$ cat src/rtl/bkpt_pkg.sv
package bkpt_pkg;
   localparam int NUM_CMP   = 2;
   localparam int NUM_ACT   = 4;
   localparam int REG_IDX_W = 3;
   localparam int STAT_W    = 5;

   typedef enum logic [1:0] {
      CMB_EITHER = 2'd0,
      CMB_BOTH   = 2'd1,
      CMB_ONLY_A = 2'd2,
      CMB_ONLY_B = 2'd3
   } combine_e;

   typedef enum logic [1:0] {
      ACT_DBG_EXC   = 2'd0,
      ACT_DBG_REQ   = 2'd1,
      ACT_TRACE_ON  = 2'd2,
      ACT_TRACE_OFF = 2'd3
   } action_e;

   localparam logic [REG_IDX_W-1:0] IDX_REF_A  = 3'd0;
   localparam logic [REG_IDX_W-1:0] IDX_MASK_A = 3'd1;
   localparam logic [REG_IDX_W-1:0] IDX_REF_B  = 3'd2;
   localparam logic [REG_IDX_W-1:0] IDX_MASK_B = 3'd3;
   localparam logic [REG_IDX_W-1:0] IDX_CTRL   = 3'd4;
   localparam logic [REG_IDX_W-1:0] IDX_ENABLE = 3'd5;
   localparam logic [REG_IDX_W-1:0] IDX_STATUS = 3'd6;
   localparam logic [REG_IDX_W-1:0] IDX_CAPPC  = 3'd7;

   typedef struct packed {
      action_e  act;
      logic     hit_b;
      logic     hit_a;
      logic     valid;
   } status_t;

   typedef struct packed {
      action_e  act;
      logic     neq_b;
      logic     neq_a;
      combine_e comb;
   } ctrl_t;
endpackage

$ cat src/rtl/bkpt_cmp.sv
module bkpt_cmp #(
   parameter int ADDR_W = 32
) (
   input  logic              acc_valid,
   input  logic [ADDR_W-1:0] acc_addr,
   input  logic [ADDR_W-1:0] ref_val,
   input  logic [ADDR_W-1:0] mask_val,
   input  logic              invert,
   output logic              match
);
   logic [ADDR_W-1:0] masked;
   logic              equal;

   always_comb begin
      masked = acc_addr & mask_val;
      equal  = (masked == ref_val);
      match  = acc_valid & (equal ^ invert);
   end
endmodule

$ cat src/rtl/bkpt_cfg_regs.sv
module bkpt_cfg_regs
   import bkpt_pkg::*;
#(
   parameter int ADDR_W = 32,
   parameter int PC_W   = 32
) (
   input  logic                 clk,
   input  logic                 rst_n,
   input  logic                 cfg_we,
   input  logic [REG_IDX_W-1:0] cfg_waddr,
   input  logic [ADDR_W-1:0]    cfg_wdata,
   input  logic [REG_IDX_W-1:0] cfg_raddr,
   output logic [ADDR_W-1:0]    cfg_rdata,
   input  logic                 ext_arm,
   input  logic                 ext_disarm,
   input  status_t              status_q,
   input  logic [PC_W-1:0]      cap_pc_q,
   output logic [ADDR_W-1:0]    ref_q  [NUM_CMP],
   output logic [ADDR_W-1:0]    mask_q [NUM_CMP],
   output ctrl_t                ctrl_q,
   output logic                 en_q,
   output logic                 status_clr
);
   localparam int CTRL_W = $bits(ctrl_t);

   logic en_d;

   // reference/mask pairs sit at consecutive indices: ref at 2k, mask at 2k+1
   for (genvar k = 0; k < NUM_CMP; k++) begin : g_pair
      localparam logic [REG_IDX_W-1:0] IDX_R = REG_IDX_W'(2*k);
      localparam logic [REG_IDX_W-1:0] IDX_M = REG_IDX_W'(2*k+1);
      always_ff @(posedge clk or negedge rst_n) begin
         if (!rst_n) begin
            ref_q[k]  <= '0;
            mask_q[k] <= '0;
         end else if (cfg_we) begin
            if (cfg_waddr == IDX_R) ref_q[k]  <= cfg_wdata;
            if (cfg_waddr == IDX_M) mask_q[k] <= cfg_wdata;
         end
      end
   end

   always_comb begin
      en_d = en_q;
      if (ext_disarm)                              en_d = 1'b0;
      else if (ext_arm)                            en_d = 1'b1;
      else if (cfg_we && cfg_waddr == IDX_ENABLE)  en_d = cfg_wdata[0];
   end

   always_ff @(posedge clk or negedge rst_n) begin
      if (!rst_n) begin
         ctrl_q <= '0;
         en_q   <= 1'b0;
      end else begin
         en_q <= en_d;
         if (cfg_we && cfg_waddr == IDX_CTRL) ctrl_q <= ctrl_t'(cfg_wdata[CTRL_W-1:0]);
      end
   end

   assign status_clr = cfg_we && (cfg_waddr == IDX_STATUS);

   always_comb begin
      cfg_rdata = '0;
      unique case (cfg_raddr)
         IDX_REF_A:  cfg_rdata = ref_q[0];
         IDX_MASK_A: cfg_rdata = mask_q[0];
         IDX_REF_B:  cfg_rdata = ref_q[1];
         IDX_MASK_B: cfg_rdata = mask_q[1];
         IDX_CTRL:   cfg_rdata[CTRL_W-1:0] = ctrl_q;
         IDX_ENABLE: cfg_rdata[0] = en_q;
         IDX_STATUS: cfg_rdata[STAT_W-1:0] = status_q;
         IDX_CAPPC:  cfg_rdata[PC_W-1:0] = cap_pc_q;
         default:    cfg_rdata = '0;
      endcase
   end
endmodule

$ cat src/rtl/bkpt_event_ctl.sv
module bkpt_event_ctl
   import bkpt_pkg::*;
#(
   parameter int PC_W = 32
) (
   input  logic               clk,
   input  logic               rst_n,
   input  logic [NUM_CMP-1:0] cmp_hit,
   input  ctrl_t              ctrl_q,
   input  logic               en_q,
   input  logic               status_clr,
   input  logic [PC_W-1:0]    pc_in,
   output status_t            status_q,
   output logic [PC_W-1:0]    cap_pc_q,
   output logic [NUM_ACT-1:0] evt_q
);
   logic combined;
   logic qual_hit;
   logic capture;

   always_comb begin
      unique case (ctrl_q.comb)
         CMB_EITHER: combined = cmp_hit[0] | cmp_hit[1];
         CMB_BOTH:   combined = cmp_hit[0] & cmp_hit[1];
         CMB_ONLY_A: combined = cmp_hit[0];
         CMB_ONLY_B: combined = cmp_hit[1];
         default:    combined = 1'b0;
      endcase
      qual_hit = en_q & combined;
      capture  = qual_hit & (~status_q.valid | status_clr);
   end

   always_ff @(posedge clk or negedge rst_n) begin
      if (!rst_n) begin
         status_q <= '0;
         cap_pc_q <= '0;
      end else if (capture) begin
         status_q.valid <= 1'b1;
         status_q.hit_a <= cmp_hit[0];
         status_q.hit_b <= cmp_hit[1];
         status_q.act   <= ctrl_q.act;
         cap_pc_q       <= pc_in;
      end else if (status_clr) begin
         status_q <= '0;
         cap_pc_q <= '0;
      end
   end

   for (genvar i = 0; i < NUM_ACT; i++) begin : g_act
      always_ff @(posedge clk or negedge rst_n) begin
         if (!rst_n) evt_q[i] <= 1'b0;
         else        evt_q[i] <= qual_hit && (ctrl_q.act == action_e'(i));
      end
   end
endmodule

$ cat src/rtl/addr_bkpt_detector.sv
module addr_bkpt_detector
   import bkpt_pkg::*;
#(
   parameter int ADDR_W = 32,
   parameter int PC_W   = 32
) (
   input  logic                 clk,
   input  logic                 rst_n,
   input  logic                 cfg_we,
   input  logic [REG_IDX_W-1:0] cfg_waddr,
   input  logic [ADDR_W-1:0]    cfg_wdata,
   input  logic [REG_IDX_W-1:0] cfg_raddr,
   output logic [ADDR_W-1:0]    cfg_rdata,
   input  logic                 ext_arm,
   input  logic                 ext_disarm,
   input  logic                 a_valid,
   input  logic [ADDR_W-1:0]    a_addr,
   input  logic                 b_valid,
   input  logic [ADDR_W-1:0]    b_addr,
   input  logic [PC_W-1:0]      pc_in,
   output logic                 evt_dbg_exc,
   output logic                 evt_dbg_req,
   output logic                 evt_trace_on,
   output logic                 evt_trace_off,
   output logic                 host_irq
);
   localparam int MIN_W = $bits(ctrl_t) > STAT_W ? $bits(ctrl_t) : STAT_W;

   if (ADDR_W < MIN_W) begin : g_bad_addr_w
      $error("ADDR_W must hold the control and status words");
   end
   if (PC_W > ADDR_W || PC_W < 1) begin : g_bad_pc_w
      $error("PC_W must be between 1 and ADDR_W");
   end

   logic [ADDR_W-1:0]  ref_q  [NUM_CMP];
   logic [ADDR_W-1:0]  mask_q [NUM_CMP];
   logic [ADDR_W-1:0]  bus_addr [NUM_CMP];
   logic [NUM_CMP-1:0] bus_valid;
   logic [NUM_CMP-1:0] cmp_hit;
   logic [NUM_CMP-1:0] neq;
   ctrl_t              ctrl_q;
   logic               en_q;
   logic               status_clr;
   status_t            status_q;
   logic [PC_W-1:0]    cap_pc_q;
   logic [NUM_ACT-1:0] evt_q;

   assign bus_addr[0] = a_addr;
   assign bus_addr[1] = b_addr;
   assign bus_valid   = {b_valid, a_valid};
   assign neq         = {ctrl_q.neq_b, ctrl_q.neq_a};

   bkpt_cfg_regs #(.ADDR_W(ADDR_W), .PC_W(PC_W)) u_regs (
      .clk(clk), .rst_n(rst_n),
      .cfg_we(cfg_we), .cfg_waddr(cfg_waddr), .cfg_wdata(cfg_wdata),
      .cfg_raddr(cfg_raddr), .cfg_rdata(cfg_rdata),
      .ext_arm(ext_arm), .ext_disarm(ext_disarm),
      .status_q(status_q), .cap_pc_q(cap_pc_q),
      .ref_q(ref_q), .mask_q(mask_q), .ctrl_q(ctrl_q),
      .en_q(en_q), .status_clr(status_clr)
   );

   for (genvar k = 0; k < NUM_CMP; k++) begin : g_cmp
      bkpt_cmp #(.ADDR_W(ADDR_W)) u_cmp (
         .acc_valid(bus_valid[k]), .acc_addr(bus_addr[k]),
         .ref_val(ref_q[k]), .mask_val(mask_q[k]),
         .invert(neq[k]), .match(cmp_hit[k])
      );
   end

   bkpt_event_ctl #(.PC_W(PC_W)) u_evt (
      .clk(clk), .rst_n(rst_n),
      .cmp_hit(cmp_hit), .ctrl_q(ctrl_q), .en_q(en_q),
      .status_clr(status_clr), .pc_in(pc_in),
      .status_q(status_q), .cap_pc_q(cap_pc_q), .evt_q(evt_q)
   );

   assign evt_dbg_exc   = evt_q[0];
   assign evt_dbg_req   = evt_q[1];
   assign evt_trace_on  = evt_q[2];
   assign evt_trace_off = evt_q[3];
   assign host_irq      = status_q.valid;
endmodule

$ cat config.mk
export PLATFORM = sky130hd
export DESIGN_NAME = addr_bkpt_detector
export DESIGN_NICKNAME = d
export VERILOG_FILES = /design/src/rtl/bkpt_pkg.sv /design/src/rtl/bkpt_cmp.sv /design/src/rtl/bkpt_cfg_regs.sv /design/src/rtl/bkpt_event_ctl.sv /design/src/rtl/addr_bkpt_detector.sv
export SDC_FILE = /design/constraint.sdc
export NUM_CORES = 1
export LEC_CHECK = 0
export BUFFER_PORTS_ARGS = -buffer_cell sky130_fd_sc_hd__buf_2
export CAP_MARGIN = 20
export CORE_MARGIN = 1.5
export CORE_UTILIZATION = 50
export CTS_CLUSTER_SIZE = 28
export DETAILED_ROUTE_END_ITERATION = 10
export PLACE_DENSITY_LB_ADDON = 0.1
export SYNTH_ARGS = -nofsm -noshare
export SYNTH_HDL_FRONTEND = slang
export SYNTH_SLANG_ARGS = --single-unit
$ cat constraint.sdc
create_clock -name clk -period 2.8 [get_ports clk]
set_clock_uncertainty 0.05 [all_clocks]
set_input_delay 0.42 -clock clk [delete_from_list [all_inputs] [get_ports clk]]
set_output_delay 0.42 -clock clk [all_outputs]
set_load 0.01 [all_outputs]
Word level (Yosys, flattened, before mapping). Cells that the tools add are included.

$mul: 0. Divide/modulo/power cells: 0. Shift operators: 0. Mux-type cells: 12. Order comparisons: 0. $add $sub $neg: 0. Equality and inequality tests: 21. Reduce and logical (&&, ||, !) cells: 17. Bitwise operators: 12.

Operators with widths (count): $pmux 26 s5 (1); $and 32x32->32 (2); $eq 32x32->1 (2); $mux 32 (2); $pmux 4 s7 (1); $eq 3x3->1 const B (7); $eq 3x2->1 const B (4); $mux 5 (2); $eq 2x2->1 const B (4); $pmux 1 s8 (1); $reduce_and 2->1 (4); $logic_and 1x1->1 (7); $eq 3x1->1 const B (2); $logic_not 3->1 (2); $pmux 1 s6 (1); $and 1x1->1 (5); $eq 2x1->1 const B (2); $logic_not 2->1 (2); $pmux 1 s4 (1); $mux 1 (3); $reduce_bool 3->1 (1); $or 1x1->1 (2); $reduce_bool 2->1 (1); $xor 1x1->1 (2); $not 1->1 (1).

Memories: 0. Output and inout bits: 37. Memory bits (read-only): 0. Register bits: 176. Bits in latches: 0. Bits in writable memories: 0. Word-level logic and storage cells: 80.

Longest topological paths before layout. Gate-level depths: netlist (run 1).

Word-level depth: 9. Gate-level depth with buffers: 10.

Modules after synthesis. A second synthesis (run 1) with hierarchy kept.

Cell total of the unflattened synthesis: 820. Area total of the unflattened synthesis: 9900.7 µm².

By module, submodules not included: bkpt_cfg_regs (seq. area each 3378.2 µm², area each 6557.5 µm², cells an instance 465, instances 1); bkpt_event_ctl (seq. area each 1026.0 µm², area each 2114.5 µm², cells an instance 179, instances 1); bkpt_cmp (seq. area each 0.0 µm², area each 614.3 µm², cells an instance 88, instances 2).

Worst setup path after synthesis (run 1). No wires, ideal clock.

Path kind: input port to flip-flop. Start point: in b_addr[3]. End point: reg u_evt.status_q[1] (netlist name). Stages: 9. Slack: 0.234 ns. Arrival: 2.390 ns. Cells stage by stage: a21o_1 > a211oi_2 > nand4_1 > nor4_2 > mux2_2 > o2bb2ai_1 > nor3_2 > buf_6 > mux2_4.

Cells in the longest elaborated chain, start to end: 9. Elaborated cells on any way between the ends: 11. Classes of those cells: 1 x eq/ne; 2 x mux; 7 x bitwise; 1 x reduce/logical.

Ends and longest elaborated chain: start, declared (RTL line addr_bkpt_detector.sv:19) `input logic [ADDR_W-1:0] b_addr,`; $and 32x32->32 (*) (RTL line bkpt_cmp.sv:15) `masked = acc_addr & mask_val;`; $eq 32x32->1 (*) (RTL line bkpt_cmp.sv:16) `equal = (masked == ref_val);`; $xor 1x1->1 (*) (RTL line bkpt_cmp.sv:17) `match = acc_valid & (equal ^ invert);`; $and 1x1->1 (*) (RTL line bkpt_cmp.sv:17); $and 1x1->1 or $or 1x1->1 (tied branches) (RTL line bkpt_event_ctl.sv:24, bkpt_event_ctl.sv:23); $pmux 1 s4 (*) (RTL line bkpt_event_ctl.sv:22) `unique case (ctrl_q.comb)`; $and 1x1->1 (*) (RTL line bkpt_event_ctl.sv:29) `qual_hit = en_q & combined;`; $and 1x1->1 (*) (RTL line bkpt_event_ctl.sv:30) `capture = qual_hit & (~status_q.valid | status_clr);`; $mux 5 or $reduce_bool 2->1 (tied branches).

Every way passes the cells marked *; elsewhere a longest branch is shown, timed or not. A chain may end at the register's enable or synchronous reset.

Worst setup path in the final report (run 1).
Start point: reg u_regs.mask_q[28] (netlist bit). End point: reg u_evt.cap_pc_q[2].

Cells in the longest elaborated chain, start to end: 9. Elaborated cells on any way between the ends: 11. Classes of those cells: 1 x eq/ne; 2 x mux; 7 x bitwise; 1 x reduce/logical.

Ends and longest elaborated chain: start, declared (RTL line bkpt_cfg_regs.sv:19) `output logic [ADDR_W-1:0] mask_q [NUM_CMP],`; start signal, assigned by index (RTL line bkpt_cfg_regs.sv:38) `if (cfg_waddr == IDX_M) mask_q[k] <= cfg_wdata;`; $and 32x32->32 (*) (RTL line bkpt_cmp.sv:15); $eq 32x32->1 (*) (RTL line bkpt_cmp.sv:16); $xor 1x1->1 (*) (RTL line bkpt_cmp.sv:17); $and 1x1->1 (*) (RTL line bkpt_cmp.sv:17); $and 1x1->1 or $or 1x1->1 (tied branches) (RTL line bkpt_event_ctl.sv:24, bkpt_event_ctl.sv:23); $pmux 1 s4 (*) (RTL line bkpt_event_ctl.sv:22); $and 1x1->1 (*) (RTL line bkpt_event_ctl.sv:29); $and 1x1->1 (*) (RTL line bkpt_event_ctl.sv:30); $mux 32 or $reduce_bool 2->1 (tied branches); end signal, assigned (RTL line bkpt_event_ctl.sv:42) `cap_pc_q <= pc_in;`; end, declared (RTL line bkpt_event_ctl.sv:14) `output logic [PC_W-1:0] cap_pc_q,`.

Marked as above.

==> flow_summary.toml, run 1 <==
[outcome]
run_status = "finished with violations"
failed_checks = "negative setup slack"

[layout]
final_cells = 1366
multi_input_area_um2 = 4840
final-seq-area_um2 = 4400
layout.filler_cells = 1555
numnets_final = 1258
layout-drive-gt1-share_pct = 40.9
layout-area-overhead-vs-synth_pct = 25.3
mostFrequentLayoutCells = "sky130_fd_sc_hd__buf_2, sky130_fd_sc_hd__dfrtp_1, sky130_fd_sc_hd__mux2_2"
layout.core_utilization_pct = 63.7

[power_and_ir_drop]
power.total_uw = 8580
power.static_leakage_uw = 0.00584
p_sw_uw = 2790
power_frac_clock_pct = 26.5
ir_worst_vdd_uv = 484
cellInternalPower_uw = 5780
pwr-share-comb_pct = 29.2
netSwitchingFraction_pct = 32.6
powerDensity_nw_per_um2 = 720
seq_power_share_pct = 44.3

[synth]
synth_top_cells_by_area = "sky130_fd_sc_hd__dfrtp_1, sky130_fd_sc_hd__mux2_2, sky130_fd_sc_hd__mux2i_1"
avgSynthCellArea_um2 = 10.8
postSynthNetCount = 1018
synthDominantCellAreaShare_pct = 46.3
ys_warn_count = 0
post_synth_instance_area_um2 = 9510
netlist.top_cell.by_area = "sky130_fd_sc_hd__dfrtp_1"
syn_inst = 877
ys_seq_elements = 176
synth.distinct_cells = 45
sequential_cell_area_fraction_in_the_yosys_report_pct = 46.3

[sta]
finalCriticalPeriod_ns = 2.90
post-route-worst-setup-slack_ns = -0.101
maxSlewViolCount = 0
grt_setup_unrepaired = "true"
layout_worst_path_cycle_share_pct = 104
finalSetupTns_ns = -2.36
max_clk_rate_mhz = 345
setup_viol = 36
relSlewSlack_pct = 58.0
report.final.hold_viol_count = 0
worst_pin_slew_ns = 0.630

[clocking]
numClockSinks = 176
cts.path.max_buffers = 2
cts_tree = "yes"
numCtsBuffers = 17
clock_insertion_delay_worst_skew_ns = 0.44
htreeDepth = 4
clk_pin_slew_worst_paths_ns = 0.07
cts-root-buf = "sky130_fd_sc_hd__clkbuf_16"

[floorplanning]
die-area_um2 = 19900
chipWidth_um = 141
io-pin-count = 178
floorplan.core_area_um2 = 18700
die-height_um = 141
initial_utilization_pct = 50.8
core.rowCount = 50

[global_routing]
grt_antenna_before_repair = 1
grt_remaining_overflow = 0
first_global_vias = 7669
groute.usage.overall_pct = 29.4
grt_max_degree = 57
wire_length_of_the_first_global_routing_pass_um = 43700

[drt]
post-route-drc-count = 0
route.final.wire_length_um = 28600
post_drt_wl_per_cell_um = 20.9
routed-via-count = 7892
antenna_left = 0
detail_route.iter0.violations = 525
vias_per_inst = 5.78
drt_pass1_iterations = 5

[place]
buffer_ports.inserted = 177
place.gp.congestion = 0.867
hpwlAfterDp_um = 19200
numPlacedInstances = 1323
place_ws_ns = -0.480

[critical_path]
cp-start-kind = "register"
critPathMaxFanout = 12
cp_data_arrival_time_ns = 3.20
timing_worst_setup_path_type = "register to register"
critical_path.endpoint_type = "register"
critPathRequiredTime_ns = 3.10

[worst_hold_path]
hp-class = "input port to register"

[job]
cap_violations = 0
## synth_stat cells (all sizes together)
master	count
mux2i	92
a31o	1
clkbuf	28
mux4	1
a311oi	1
a21o	16
o211ai	1
nor3	2
and3b	17
nor2	11
a31oi	4
a21oi	37
inv	37
o2bb2ai	1
dfrtp	176
a22o	2
a32oi	1
o221ai	1
nand2b	3
buf	17
nand2	103
nand4	8
nor4	2
and2	2
nand3	18
o22ai	2
a211oi	17
nand4b	2
a22oi	4
nor3b	2
or2	1
and3	37
o22a	16
xor2	1
o21ai	57
a21boi	16
nor2b	2
mux2	138
## path summary, 6_finish.rpt
kind	end	cells past startpoint	slack [ns]	startpoint
max in group asynchronous	u_evt.cap_pc_q[23]$_DFFE_PN0P_	3	1.46	rst_n
worst max register to register	u_evt.cap_pc_q[2]$_DFFE_PN0P_	12	-0.10	u_regs.mask_q[28]$_DFFE_PN0P_
min in group asynchronous	u_regs.ref_q[39]$_DFFE_PN0P_	2	0.47	rst_n
worst min register to register	u_evt.cap_pc_q[12]$_DFFE_PN0P_	2	0.47	u_evt.cap_pc_q[12]$_DFFE_PN0P_
worst min-delay path	u_regs.en_q$_DFFE_PN0P_	2	0.07	ext_disarm
worst max-delay path	u_evt.cap_pc_q[2]$_DFFE_PN0P_	12	-0.10	u_regs.mask_q[28]$_DFFE_PN0P_
## area by class of cell
cell class / instances / share of cell area [%]
antenna: 2 / 0.0420
clock buffer: 19 / 3.72
clock inverter: 13 / 0.892
inverter: 37 / 1.17
multi-input combinational: 619 / 40.6
sequential: 176 / 37.0
tap: 234 / 2.46
timing repair buffer: 266 / 14.2
## kinds of logic after synthesis
group / after synthesis / synth area share (%)
AND/OR/NAND/NOR: 210 / 11.3
XOR/XNOR: 1 / 0.0921
multiplexers: 231 / 26.3
AO/OA/AOI/OAI: 177 / 12.1
flip-flops: 176 / 46.3
buffers and inverters: 82 / 3.84
## critical path: stages (launching register included)
cell                       delay, ns
sky130_fd_sc_hd__dfrtp_1        0.40
sky130_fd_sc_hd__a21o_1         0.20
sky130_fd_sc_hd__a211oi_2       0.23
sky130_fd_sc_hd__buf_4          0.15
sky130_fd_sc_hd__nand4_1        0.18
sky130_fd_sc_hd__nor4_4         0.31
sky130_fd_sc_hd__buf_4          0.17
sky130_fd_sc_hd__xor2_2         0.14
sky130_fd_sc_hd__a311oi_2       0.15
sky130_fd_sc_hd__nor3_4         0.29
sky130_fd_sc_hd__buf_4          0.18
sky130_fd_sc_hd__buf_12         0.15
sky130_fd_sc_hd__mux2i_2        0.22
## per-layer routing
layer	part of all wire, %	GRT usage (%)
met5	0	0
met4	1.7	8.55
met3	6.2	5.94
met2	47	47.1
met1	45	40.7
## power by group through the flow
stage	clock network, uW	registers (uW)	logic, uW
after floorplan	0	3670	1480
after global placement	0	3810	2330
after detailed placement	0	3830	2390
after CTS	2300	3790	2480
after global routing	2410	3900	2730
final	2270	3800	2500
## through the flow
step,hold WS (ns),area [um2]
6_report,0.0750,11900
5_1_grt,0.0595,11900
4_1_cts,0.0592,11900
3_5_place_dp,0.385,11200
3_3_place_gp,0.381,11200
2_1_floorplan,0.0744,9510
## registers in the layout, summed over array words and instances (netlist names)
name,cells
u_regs.ctrl_q,6
u_regs.mask_q,64
u_evt.evt_q,4
u_regs.en_q,1
u_evt.status_q,5
u_regs.ref_q,64
u_evt.cap_pc_q,32
## timing repair
item | CTS | global route
hold buffers | 1 | 0
setup endpoints to repair | 41 | 41
setup buffers | 6 | 5
pin swaps | 9 | 8
hold endpoints to repair | 53 | 0
gates resized for setup | 16 | 11
gates cloned | 2 | 0
Note: power is estimated with default switching activity, not from simulation.
==> run 2, diff against run 1 <==
--- a/config.mk
+++ b/config.mk
@@ -8,7 +8,7 @@
 export BUFFER_PORTS_ARGS = -buffer_cell sky130_fd_sc_hd__buf_2
 export CAP_MARGIN = 20
 export CORE_MARGIN = 1.5
-export CORE_UTILIZATION = 50
+export CORE_UTILIZATION = 56
 export CTS_CLUSTER_SIZE = 28
 export DETAILED_ROUTE_END_ITERATION = 10
 export PLACE_DENSITY_LB_ADDON = 0.1
==> run 2 against run 1 <==
The flow still finishes with violations (negative setup slack). Non-clock buffer count fell by 14. Sequential share of layout area is 0.20 points higher. Core utilization is 7.8 points higher. Clock power is 12% higher. Critical path depth down 1. First-iteration DRC count up 25%. Final cell count shrank 2.1%. Combinational power down 3%. Clock-buffer cell count increased by 3. Largest cell class unchanged. Highest routed layer is now met5.
==> flow_summary.toml, run 2 (synthesized netlist as in run 1, its figures left out) <==
[floorplanning]
initial_utilization_pct = 57.3
io-pin-count = 178
floorplan.core_area_um2 = 16600
chipWidth_um = 133
die-area_um2 = 17800
die-height_um = 133
core.rowCount = 47

[clocking]
clk_pin_slew_worst_paths_ns = 0.06
cts_tree = "yes"
numClockSinks = 176
cts.path.max_buffers = 2
cts-root-buf = "sky130_fd_sc_hd__clkbuf_16"
htreeDepth = 4
clock_insertion_delay_worst_skew_ns = 0.43
numCtsBuffers = 17

[global_routing]
wire_length_of_the_first_global_routing_pass_um = 45100
grt_max_degree = 61
first_global_vias = 8173
groute.usage.overall_pct = 33.5
grt_antenna_before_repair = 6
grt_remaining_overflow = 0

[critical_path]
critical_path.endpoint_type = "register"
cp_data_arrival_time_ns = 3.26
timing_worst_setup_path_type = "register to register"
critPathMaxFanout = 5
cp-start-kind = "register"
critPathRequiredTime_ns = 3.11

[sta]
maxSlewViolCount = 0
post-route-worst-setup-slack_ns = -0.144
finalCriticalPeriod_ns = 2.94
worst_pin_slew_ns = 0.715
report.final.hold_viol_count = 0
relSlewSlack_pct = 52.2
max_clk_rate_mhz = 340
setup_viol = 41
layout_worst_path_cycle_share_pct = 105
finalSetupTns_ns = -3.42
grt_setup_unrepaired = "true"

[layout]
numnets_final = 1244
layout.cell_area.non_filler_um2 = 11900
layout-area-overhead-vs-synth_pct = 24.7
layout.filler_cells = 1259
mostFrequentLayoutCells = "sky130_fd_sc_hd__buf_2, sky130_fd_sc_hd__dfrtp_1, sky130_fd_sc_hd__mux2_2"
layout.core_utilization_pct = 71.5
reg_top3 = "u_regs.mask_q x64, u_regs.ref_q x64, u_evt.cap_pc_q x32"
final_cells = 1337
layout-drive-gt1-share_pct = 39.7

[place]
post_dp_cell_area_um2 = 11100
buffer_ports.inserted = 177
numPlacedInstances = 1296
place.gp.congestion = 0.862
hpwlAfterDp_um = 19500
place_ws_ns = -0.366

[power_and_ir_drop]
power.static_leakage_uw = 0.00581
powerDensity_nw_per_um2 = 742
ir_worst_vdd_uv = 500

[drt]
post_drt_wl_per_cell_um = 21.7
detail_route.iter0.violations = 654
antenna_left = 0
routed-via-count = 8017
post-route-drc-count = 0
drt_pass1_iterations = 6
route.final.wire_length_um = 29100
vias_per_inst = 6.00

[outcome]
run_status = "finished with violations"
failed_checks = "negative setup slack"

[job]
cap_violations = 0

[worst_hold_path]
hp-class = "input port to register"
[run 2: cell count changes in the layout (fill, tap and decap cells not counted), sizes merged, moves of 3 or more]
cell,before,now
buf,265,251
clkinv,7,1
bufinv,0,4
clkbuf,19,22
diode,2,5
inv,40,37
[run 2: per-layer routing]
metal | routed length [um] | vias to the layer above | GRT usage [%] | share of wire, %
met1 | 12200 | 3965 | 44.5 | 42
met3 | 2000 | 73 | 6.74 | 6.9
met5 | 12 | - | 0 | 0.041
li1 | - | 3632 | - | -
met4 | 979 | 2 | 13.6 | 3.4
met2 | 13900 | 345 | 54.1 | 48
[run 2: critical path, stage by stage (launching register included)]
cell and delay (ns):
sky130_fd_sc_hd__dfrtp_1 0.41, sky130_fd_sc_hd__a21o_1 0.21, sky130_fd_sc_hd__a211oi_4 0.29, sky130_fd_sc_hd__nand4_1 0.24, sky130_fd_sc_hd__nor4_4 0.36, sky130_fd_sc_hd__mux2i_2 0.35, sky130_fd_sc_hd__a311oi_2 0.12, sky130_fd_sc_hd__buf_4 0.17
sky130_fd_sc_hd__buf_4 0.12, sky130_fd_sc_hd__nor3b_2 0.23, sky130_fd_sc_hd__buf_4 0.17, sky130_fd_sc_hd__and3_1 0.16
[run 2: worst paths after layout]
kind,start,to,slack (ns),cells after the start
worst max-delay path,u_regs.mask_q[51]$_DFFE_PN0P_,u_evt.evt_q[0]$_DFF_PN0_,-0.14,11
worst min-delay path,ext_disarm,u_regs.en_q$_DFFE_PN0P_,0.1,2
worst max register to register,u_regs.mask_q[51]$_DFFE_PN0P_,u_evt.evt_q[0]$_DFF_PN0_,-0.14,11
worst min register to register,u_evt.cap_pc_q[18]$_DFFE_PN0P_,u_evt.cap_pc_q[18]$_DFFE_PN0P_,0.47,2
max in group asynchronous,rst_n,u_regs.ctrl_q[5]$_DFFE_PN0P_,1.47,3
min in group asynchronous,rst_n,u_regs.ref_q[39]$_DFFE_PN0P_,0.49,2
[run 2: what timing repair did]
item / CTS / global route
cloned: 1 / 0
endpoints found under the hold margin: 55 / 0
setup endpoints to repair: 41 / 41
buffers inserted: 5 / 1
hold buffers: 1 / 0
resized for setup: 15 / 1
pin swaps: 9 / 1
[run 2: through the flow]
| step | hold slack (ns) | total power [uW] |
|---|---|---|
| 3_3_place_gp | 0.395 | 6060 |
| 4_1_cts | 0.0897 | 8770 |
| 5_1_grt | 0.0908 | 9220 |
| 3_5_place_dp | 0.395 | 6160 |
| 2_1_floorplan | 0.0744 | 5160 |
| 6_report | 0.0954 | 8800 |
[run 2: where the power goes]
part           total (uW)  internal, uW  switching, uW
combinational        2430          1310           1120
sequential           3830          3240            594
clock                2540          1550            989
[run 2: layout make-up]
type                       instances  area [um2]  share of cell area, %
inverter                          37         139                   1.17
tap                              220         275                   2.32
clock inverter                     6         133                   1.12
antenna                            5        12.5                  0.106
timing repair buffer             252        1590                   13.4
sequential                       176        4400                   37.2
clock buffer                      22         474                   4.00
multi-input combinational        619        4820                   40.7
